[config.mk]
export PLATFORM = sky130hd
export DESIGN_NAME = dma_chan_regs
export DESIGN_NICKNAME = d
export VERILOG_FILES = /design/src/rtl/dma_chan_pkg.sv /design/src/rtl/dma_addr_ptr.sv /design/src/rtl/dma_xfer_counter.sv /design/src/rtl/dma_chan_regs.sv
export SDC_FILE = /design/constraint.sdc
export NUM_CORES = 1
export LEC_CHECK = 0
export ABC_AREA = 1
export BUFFER_PORTS_ARGS = -buffer_cell sky130_fd_sc_hd__buf_2
export CAP_MARGIN = 10
export CORE_MARGIN = 1
export CORE_UTILIZATION = 50
export CTS_CLUSTER_DIAMETER = 120
export DETAILED_ROUTE_END_ITERATION = 8
export PLACE_DENSITY = 0.68
export SYNTH_ARGS = -nofsm -noshare
export SYNTH_HDL_FRONTEND = slang
export SYNTH_HIERARCHICAL = 1
export SYNTH_SLANG_ARGS = --single-unit
[constraint.sdc]
create_clock -name clk -period 2.4 [get_ports clk]
set_input_delay 0 -clock clk [delete_from_list [all_inputs] [get_ports clk]]
set_output_delay 0 -clock clk [all_outputs]
set_load 0.005 [all_outputs]
[src/rtl/dma_chan_pkg.sv]
package dma_chan_pkg;

    localparam int OFFS_W = 7;
    localparam int WID_W  = 2;

    typedef enum logic [2:0] {
        SEL_NONE = 3'd0,
        SEL_SRC  = 3'd1,
        SEL_DST  = 3'd2,
        SEL_CNT  = 3'd3,
        SEL_WID  = 3'd4,
        SEL_DBG  = 3'd5
    } reg_sel_e;

    typedef struct packed {
        reg_sel_e sel;
        logic     launch_slot;
    } slot_t;

    // Map a byte offset to the register it selects and whether it is a launch slot
    function automatic slot_t decode_offset(input logic [OFFS_W-1:0] offs);
        slot_t d;
        d.sel         = SEL_NONE;
        d.launch_slot = 1'b0;
        if (offs[1:0] == 2'b00) begin
            if (offs[6]) begin
                if (offs[5:2] == 4'd0) d.sel = SEL_DBG;
            end else begin
                d.launch_slot = (offs[3:2] == 2'd3);
                case (offs[5:2])
                    4'h0: d.sel = SEL_SRC;
                    4'h1: d.sel = SEL_DST;
                    4'h2: d.sel = SEL_CNT;
                    4'h3: d.sel = SEL_WID;
                    4'h4: d.sel = SEL_WID;
                    4'h5: d.sel = SEL_SRC;
                    4'h6: d.sel = SEL_DST;
                    4'h7: d.sel = SEL_CNT;
                    4'h8: d.sel = SEL_WID;
                    4'h9: d.sel = SEL_CNT;
                    4'hA: d.sel = SEL_SRC;
                    4'hB: d.sel = SEL_DST;
                    4'hC: d.sel = SEL_WID;
                    4'hD: d.sel = SEL_DST;
                    4'hE: d.sel = SEL_CNT;
                    default: d.sel = SEL_SRC;
                endcase
            end
        end
        return d;
    endfunction

    // Bytes moved per transfer for a width code
    function automatic logic [3:0] width_bytes(input logic [WID_W-1:0] code);
        case (code)
            2'd0:    return 4'd1;
            2'd1:    return 4'd2;
            default: return 4'd4;
        endcase
    endfunction

endpackage

[src/rtl/dma_addr_ptr.sv]
module dma_addr_ptr #(
    parameter int DATA_W = 32
) (
    input  logic              clk,
    input  logic              rst,
    input  logic              load,
    input  logic [DATA_W-1:0] load_val,
    input  logic              advance,
    input  logic [DATA_W-1:0] step,
    output logic [DATA_W-1:0] ptr
);
    // Software write takes priority over a completion step
    always_ff @(posedge clk) begin
        if (rst)          ptr <= '0;
        else if (load)    ptr <= load_val;
        else if (advance) ptr <= ptr + step;
    end
endmodule

[src/rtl/dma_xfer_counter.sv]
module dma_xfer_counter #(
    parameter int DATA_W = 32
) (
    input  logic              clk,
    input  logic              rst,
    input  logic              set_reload,
    input  logic              launch,
    input  logic              launch_is_cnt,
    input  logic [DATA_W-1:0] wdata,
    input  logic              wr_done,
    output logic [DATA_W-1:0] reload,
    output logic [DATA_W-1:0] live,
    output logic              busy,
    output logic              start_pulse
);
    logic [DATA_W-1:0] load_len;
    logic              load_nz;

    // A count-slot launch uses the fresh value; other launches use the stored length
    always_comb begin
        load_len = launch_is_cnt ? wdata : reload;
        load_nz  = (load_len != '0);
    end

    always_ff @(posedge clk) begin
        if (rst) begin
            reload      <= '0;
            live        <= '0;
            busy        <= 1'b0;
            start_pulse <= 1'b0;
        end else begin
            start_pulse <= 1'b0;
            if (set_reload) reload <= wdata;
            if (launch) begin
                live        <= load_len;
                busy        <= load_nz;
                start_pulse <= load_nz;
            end else if (busy && wr_done) begin
                live <= live - 1'b1;
                if (live == {{(DATA_W-1){1'b0}}, 1'b1}) busy <= 1'b0;
            end
        end
    end
endmodule

[src/rtl/dma_chan_regs.sv]
module dma_chan_regs
    import dma_chan_pkg::*;
#(
    parameter int DATA_W = 32
) (
    input  logic                 clk,
    input  logic                 rst,
    input  logic [OFFS_W-1:0]    bus_addr,
    input  logic                 bus_we,
    input  logic [DATA_W-1:0]    bus_wdata,
    output logic [DATA_W-1:0]    bus_rdata,
    input  logic                 rd_done,
    input  logic                 wr_done,
    output logic                 start_pulse,
    output logic                 busy,
    output logic [DATA_W-1:0]    cur_rd_addr,
    output logic [DATA_W-1:0]    cur_wr_addr,
    output logic [WID_W-1:0]     width_code
);
    localparam int NUM_PTR = 2;
    localparam int PTR_SRC = 0;
    localparam int PTR_DST = 1;

    slot_t             dec;
    logic              launch;
    logic [DATA_W-1:0] step_w;
    logic [DATA_W-1:0] reload_q;
    logic [DATA_W-1:0] live_q;
    logic [WID_W-1:0]  wid_q;
    logic [NUM_PTR-1:0] ptr_ld;
    logic [NUM_PTR-1:0] ptr_adv;
    logic [DATA_W-1:0] ptr_q [NUM_PTR];

    always_comb begin
        dec    = decode_offset(bus_addr);
        launch = bus_we && dec.launch_slot && (bus_wdata != '0);
        step_w = {{(DATA_W-4){1'b0}}, width_bytes(wid_q)};
        ptr_ld[PTR_SRC]  = bus_we && (dec.sel == SEL_SRC);
        ptr_ld[PTR_DST]  = bus_we && (dec.sel == SEL_DST);
        ptr_adv[PTR_SRC] = busy && rd_done;
        ptr_adv[PTR_DST] = busy && wr_done;
    end

    always_ff @(posedge clk) begin
        if (rst)                                   wid_q <= '0;
        else if (bus_we && (dec.sel == SEL_WID))   wid_q <= bus_wdata[WID_W-1:0];
    end

    for (genvar g = 0; g < NUM_PTR; g++) begin : g_ptr
        dma_addr_ptr #(.DATA_W(DATA_W)) u_ptr (
            .clk      (clk),
            .rst      (rst),
            .load     (ptr_ld[g]),
            .load_val (bus_wdata),
            .advance  (ptr_adv[g]),
            .step     (step_w),
            .ptr      (ptr_q[g])
        );
    end

    dma_xfer_counter #(.DATA_W(DATA_W)) u_cnt (
        .clk           (clk),
        .rst           (rst),
        .set_reload    (bus_we && (dec.sel == SEL_CNT)),
        .launch        (launch),
        .launch_is_cnt (dec.sel == SEL_CNT),
        .wdata         (bus_wdata),
        .wr_done       (wr_done),
        .reload        (reload_q),
        .live          (live_q),
        .busy          (busy),
        .start_pulse   (start_pulse)
    );

    always_comb begin
        case (dec.sel)
            SEL_SRC: bus_rdata = ptr_q[PTR_SRC];
            SEL_DST: bus_rdata = ptr_q[PTR_DST];
            SEL_CNT: bus_rdata = live_q;
            SEL_WID: bus_rdata = {{(DATA_W-WID_W){1'b0}}, wid_q};
            SEL_DBG: bus_rdata = reload_q;
            default: bus_rdata = '0;
        endcase
    end

    assign cur_rd_addr = ptr_q[PTR_SRC];
    assign cur_wr_addr = ptr_q[PTR_DST];
    assign width_code  = wid_q;

endmodule

# Word-level counts from Yosys, hierarchy flattened
# Memory sizes are Yosys's and may differ from the RTL's.
# Index checks and enable logic that the tools add are counted.
[word_totals] wordCells=55 output_inout_bits=100 reg_bits=132 mem_bits_ro=48 in_bits=44 n_memories=1
[op_classes] n_addsub=3 eq_ne=8 reduce_logical=19 bitwise_logic=1 n_mux=16
[mem_list] memory="(name not given)" words=16 width=3 rd=1 rd_ports_with_merged_regs=0 wr=0 line_no="dma_chan_pkg.sv:30" source="case (offs[5:2])"
[ops] op="$mux W32" n=7
[ops] op="$pmux W32 S5" n=1
[ops] op="$add A32 B3 Y32" n=2
[ops] op="$reduce_bool A32 Y1" n=2
[ops] op="$eq A32 B1 Y1 const B" n=1
[ops] op="$sub A32 B1 Y32 const B" n=1
[ops] op="$logic_and A1 B1 Y1" n=8
[ops] op="$reduce_bool A2 Y1" n=4
[ops] op="$eq A3 B2 Y1 const B" n=2
[ops] op="$eq A3 B3 Y1 const B" n=2
[ops] op="$mux W3" n=2
[ops] op="$pmux W3 S2" n=1
[ops] op="$logic_not A2 Y1" n=2
[ops] op="$logic_not A4 Y1" n=1
[ops] op="$mux W1" n=4
[ops] op="$mux W4" n=1
[ops] op="$eq A3 B1 Y1 const B" n=1
[ops] op="$eq A2 B1 Y1 const B" n=1
[ops] op="$eq A2 B2 Y1 const B" n=1
[ops] op="$reduce_and A2 Y1" n=1
[ops] op="$reduce_or A2 Y1" n=1
[ops] op="$not A1 Y1" n=1

# Longest topological paths before layout
[depth] word_depth=8 ltp_mapped=21 mapped_depth_nobuf=17

# By module
# The synthesis kept the hierarchy.
[modules_own_cells] module="dma_addr_ptr" cells_each=639 area_per_inst_um2=3594.7 instances=2
[modules_own_cells] module="dma_xfer_counter" cells_each=645 area_per_inst_um2=3891.2 instances=1
[modules_own_cells] module="dma_chan_regs" cells_each=266 area_per_inst_um2=1372.6 instances=1

# Least setup slack after synthesis
# OpenSTA, ideal clock, no wires.
[synth_path] path_kind="input to register" startpoint="input bus_addr[2]" endpoint="register u_cnt.busy" path_stages=21 setup_time_ns=0.114 required_ns=2.286 path_slack_ns=0.265 arrival_ns=2.021 cell_sequence="inv_1 ha_1 nand2_1 nand3_1 nand2_2 nor2_8 nand2_4 nor2_4 buf_4 buf_4 inv_2 buf_6 buf_6 nand2_1 nand2_1 nor2_1 nand4_1 nor2_1 nand2_1 nand2_1 nand2_1"
[synth_between] elab_chain_cells=8 elab_cells_between_ends=16 classes_between="eq/ne: 2; mux: 6; reduce/logical: 7; memory: 1"
[synth_rtl] item="start: declaration" line_no="dma_chan_regs.sv:8" source="input logic [OFFS_W-1:0] bus_addr,"
[synth_rtl] item="parallel branches: the longest is 3 deep, another holds $mem_v2 Z16 W3"
[synth_rtl] item="$mux W4 *" line_no="dma_chan_pkg.sv:25" source="if (offs[1:0] == 2'b00) begin"
[synth_rtl] item="$eq A3 B2 Y1" line_no="dma_chan_regs.sv:66" source=".launch_is_cnt (dec.sel == SEL_CNT),"
[synth_rtl] item="$mux W32" line_no="dma_xfer_counter.sv:21" source="load_len = launch_is_cnt ? wdata : reload;"
[synth_rtl] item="$reduce_bool A32 Y1" line_no="dma_xfer_counter.sv:22" source="load_nz = (load_len != '0);"
[synth_rtl] item="$mux W1" line_no="dma_xfer_counter.sv:34" source="if (launch) begin"
[synth_rtl] item="end signal: assignment" line_no="dma_xfer_counter.sv:36" source="busy <= load_nz;"
[synth_rtl] item="end: declaration" line_no="dma_xfer_counter.sv:13" source="output logic busy,"
# Every way passes the cells marked *.
# A chain may end at the register's enable or synchronous reset.

# Worst setup path in the final report
[layout_path] startpoint="input bus_wdata[9]" endpoint="register u_cnt.live[0]"
[layout_between] elab_chain_cells=3 elab_cells_between_ends=4 classes_between="mux: 1; reduce/logical: 3"
[layout_rtl] item="start: declaration" line_no="dma_chan_regs.sv:10" source="input logic [DATA_W-1:0] bus_wdata,"
[layout_rtl] item="$reduce_bool A32 Y1 *" line_no="dma_chan_regs.sv:36" source="launch = bus_we && dec.launch_slot && (bus_wdata != '0);"
[layout_rtl] item="$logic_and A1 B1 Y1 *" line_no="dma_chan_regs.sv:36"
[layout_rtl] item="via launch" line_no="dma_chan_regs.sv:25" source="logic launch;"
[layout_rtl] item="$mux W32 / $reduce_bool A2 Y1 (equally long branches)"
[layout_rtl] item="end signal: assignment" line_no="dma_xfer_counter.sv:35" source="live <= load_len;"
[layout_rtl] item="end signal: assignment" line_no="dma_xfer_counter.sv:39" source="live <= live - 1'b1;"
[layout_rtl] item="end: declaration" line_no="dma_xfer_counter.sv:12" source="output logic [DATA_W-1:0] live,"
# Mark *: on every way through the listed nets, which the timed path passes. The rest lies on a longest branch.

==> impl_metrics.py <==
metrics = {
    "setup_path": {
        "cp_slowest_cell": "nor2_2",
        "crit_type": "input port to register",
        "end_kind": "register",
        "critPathMaxStageDelay_ns": 0.56,
        "crit_buf_inv": 4,
        "critPathRequiredTime_ns": 2.70,
        "crit_family": "buffers and inverters",
        "path_cells": "dlygate4sd3_1, buf_2, nor4_1, nand4_1, nor2_1, nor2_2, inv_2, nand2_2, clkinv_1, o21ai_0, o21ai_0",
        "crit_path_frequent_cell": "o21ai_0",
        "cp.arrival_ns": 2.54,
        "worst-path-max-fanout": 11,
        "worst_setup_path_start_kind": "input port",
    },
    "route": {
        "drtIter0Drc": 2076,
        "avgRoutedWirePerCell_um": 18.7,
        "viasPerCell": 5.58,
        "vias": 15495,
        "wl_mm": 52.1,
        "ant_nets": 0,
        "dr.pass1.iters": 7,
        "drc": 0,
    },
    "synthesis": {
        "yosysMostFrequentCell": "nand2_1",
        "ys_dominant_reg_cell": "dfxtp_1",
        "synth_cell_type_count": 43,
        "syn_area_per_cell_um2": 5.69,
        "synth_cells": 2189,
        "synthTopCellsByArea": "nand2_1 (22%), dfxtp_1 (21%), inv_1 (9.9%), nand3_1 (7.2%), ha_1 (6.6%)",
        "ys_warn_count": 6,
        "synth_common_cells": "nand2_1 (734), inv_1 (328), nor2_1 (189)",
        "syn_area_um2": 12500,
        "synth_edf_count": 0,
        "ys_seq_elements": 132,
        "synthArstFlopShare_pct": 0,
        "synth_seq_area_share_pct": 21.2,
        "synth_top_area_share_pct": 22.1,
        "yosysTopAreaCell": "nand2_1",
    },
    "floorplan": {
        "num_rows": 57,
        "initial_core_util_pct": 51.1,
        "die_y_um": 160,
        "ios": 144,
        "die_area_um2": 25500,
        "core_area_um2": 24400,
        "die_x_um": 160,
    },
    "place": {
        "dp_cells": 2735,
        "place_area_um2": 14200,
        "io_buffer_count": 143,
        "gp_congestion": 1.05,
        "dp_hpwl_mm": 41.7,
        "place_ws_ns": -0.0994,
    },
    "timing": {
        "rsz0062_at_grt": "false",
        "min_period_ns": 2.24,
        "fin_setup_tns_ns": 0,
        "clock.fmax_mhz": 446,
        "worst_pin_slew_ns": 1.04,
        "finalCritPeriodShare_pct": 93.4,
        "setup_ws_ns": 0.158,
        "setup_viol": 0,
        "finalClockSkew_ns": 0.0148,
        "max_slew_margin_pct": 29.7,
        "hold_ws_ns": 0.0236,
        "finalHoldViolations": 0,
        "slew_violations": 0,
    },
    "finish": {
        "drive_gt1_share_pct": 14.2,
        "fillers": 2530,
        "diodes": 0,
        "instances_no_fill": 2779,
        "area_growth_pct": 20.0,
        "final_util_pct": 61.3,
        "stdcell_area_um2": 14900,
        "nNetsFinal": 2554,
    },
    "flow_run": {
        "maxCapViolCount": 0,
    },
    "clock_network": {
        "clock_path_buffers": 2,
        "worst_skew_pair.late_latency_ns": 0.44,
        "cts.clk_slew.worst_paths_ns": 0.07,
        "htreeDepth": 4,
        "numCtsBuffers": 17,
        "cts_tree": "done",
        "clock_sinks": 132,
        "root_buffer": "clkbuf_16",
    },
    "global_route": {
        "grt.overflow.total": 0,
        "grt_max_degree": 54,
        "grt_usage_pct": 40.1,
        "grt_pass1_wl_mm": 78.2,
        "grt_pass1_vias": 13580,
        "antenna_found_initial": 0,
    },
    "power": {
        "power_mw": 5.91,
        "powerDensity_nw_per_um2": 396,
        "p_leak_nw": 8.00,
        "ir_drop_uv": 447,
    },
    "hold_path": {
        "min_path_type": "input port to register",
    },
    "run_status": {
        "status": "complete, no violations",
    },
}
## final cells by class
type                       instances  area, um^2  share of cell area (%)
clock buffer                      17         425                    2.85
clock inverter                    15         151                    1.01
multi-input combinational       1709        8440                    56.5
timing repair buffer             247        1620                    10.9
tap                              324         405                    2.71
inverter                         335        1260                    8.42
sequential                       132        2640                    17.7
## state kept, by name (all words and copies together) (netlist names)
name and cells:
g_ptr.u_ptr/ptr 64, u_cnt/busy 1, u_cnt/live 32, u_cnt/reload 32, u_cnt/start_pulse 1, width_code 2
## layout by cell type (no fill, tap or decap), types with 6 or more instances in the layout
cell	synthesis	routed
o21ai_0	92	92
nor4_1	6	6
buf_2	18	142
buf_4	11	86
xor2_1	25	25
nand3_1	180	180
inv_6	0	7
dfxtp_1	132	131
conb_1	1	58
clkbuf_16	0	17
a22oi_1	46	46
dlygate4sd3_1	0	11
ha_1	66	66
nor2_2	9	15
nor3_1	8	6
nand3b_1	8	8
inv_2	6	6
a31oi_1	23	23
nand2_2	25	27
inv_1	328	328
a21oi_1	136	136
nand4_1	48	48
nand2_1	734	732
buf_12	0	7
and2_1	7	7
or2_2	8	8
nor2_1	189	182
## cell families after synthesis
| kind of cell | after synthesis | share of synthesized area [%] |
|---|---|---|
| AND/OR/NAND/NOR | 1233 | 42.1 |
| buffers and inverters | 405 | 13.1 |
| flip-flops | 132 | 21.2 |
| XOR/XNOR | 28 | 1.97 |
| adder cells (fa/ha/maj) | 68 | 6.95 |
| other | 1 | 0.0301 |
| AO/OA/AOI/OAI | 322 | 14.6 |
## power breakdown
group | total [mW] | switching [mW] | internal, mW
clock network | 2.63 | 1.24 | 1.39
registers | 2.26 | 0.0403 | 2.22
logic | 1.03 | 0.689 | 0.340
total | 5.91 | 1.96 | 3.95
## worst paths after layout
check | start | end | slack [ns] | cells after the start
min | bus_wdata[31] | u_cnt/reload[31] | 0.02 | 4
max reg2reg | width_code[0] | g_ptr[1].u_ptr/ptr[22] | 0.17 | 13
min reg2reg | u_cnt/reload[30] | u_cnt/reload[30] | 0.49 | 2
max | bus_wdata[9] | u_cnt/live[0] | 0.16 | 11
## timing repair
item / in CTS / in global routing
buffers inserted: 0 / 0
gates resized for setup: 0 / 6
hold buffers: 11 / 0
endpoints found under the setup margin: 0 / 30
endpoints found under the hold margin: 14 / 0
## worst min-delay path: cells and delay by family
| family | cells | cell delay, ns |
|---|---|---|
| buf+inv | 3 | 0.35 |
| compound gates | 1 | 0.06 |
## per-layer routing
layer	up-vias	track usage (%)	share of wire [%]
met1	6999	58.0	44
met5	-	0	0
li1	7469	-	-
met2	928	58.7	41
met4	0	15.5	3.9
met3	99	6.86	12
Power figures use the tool's default switching activity.
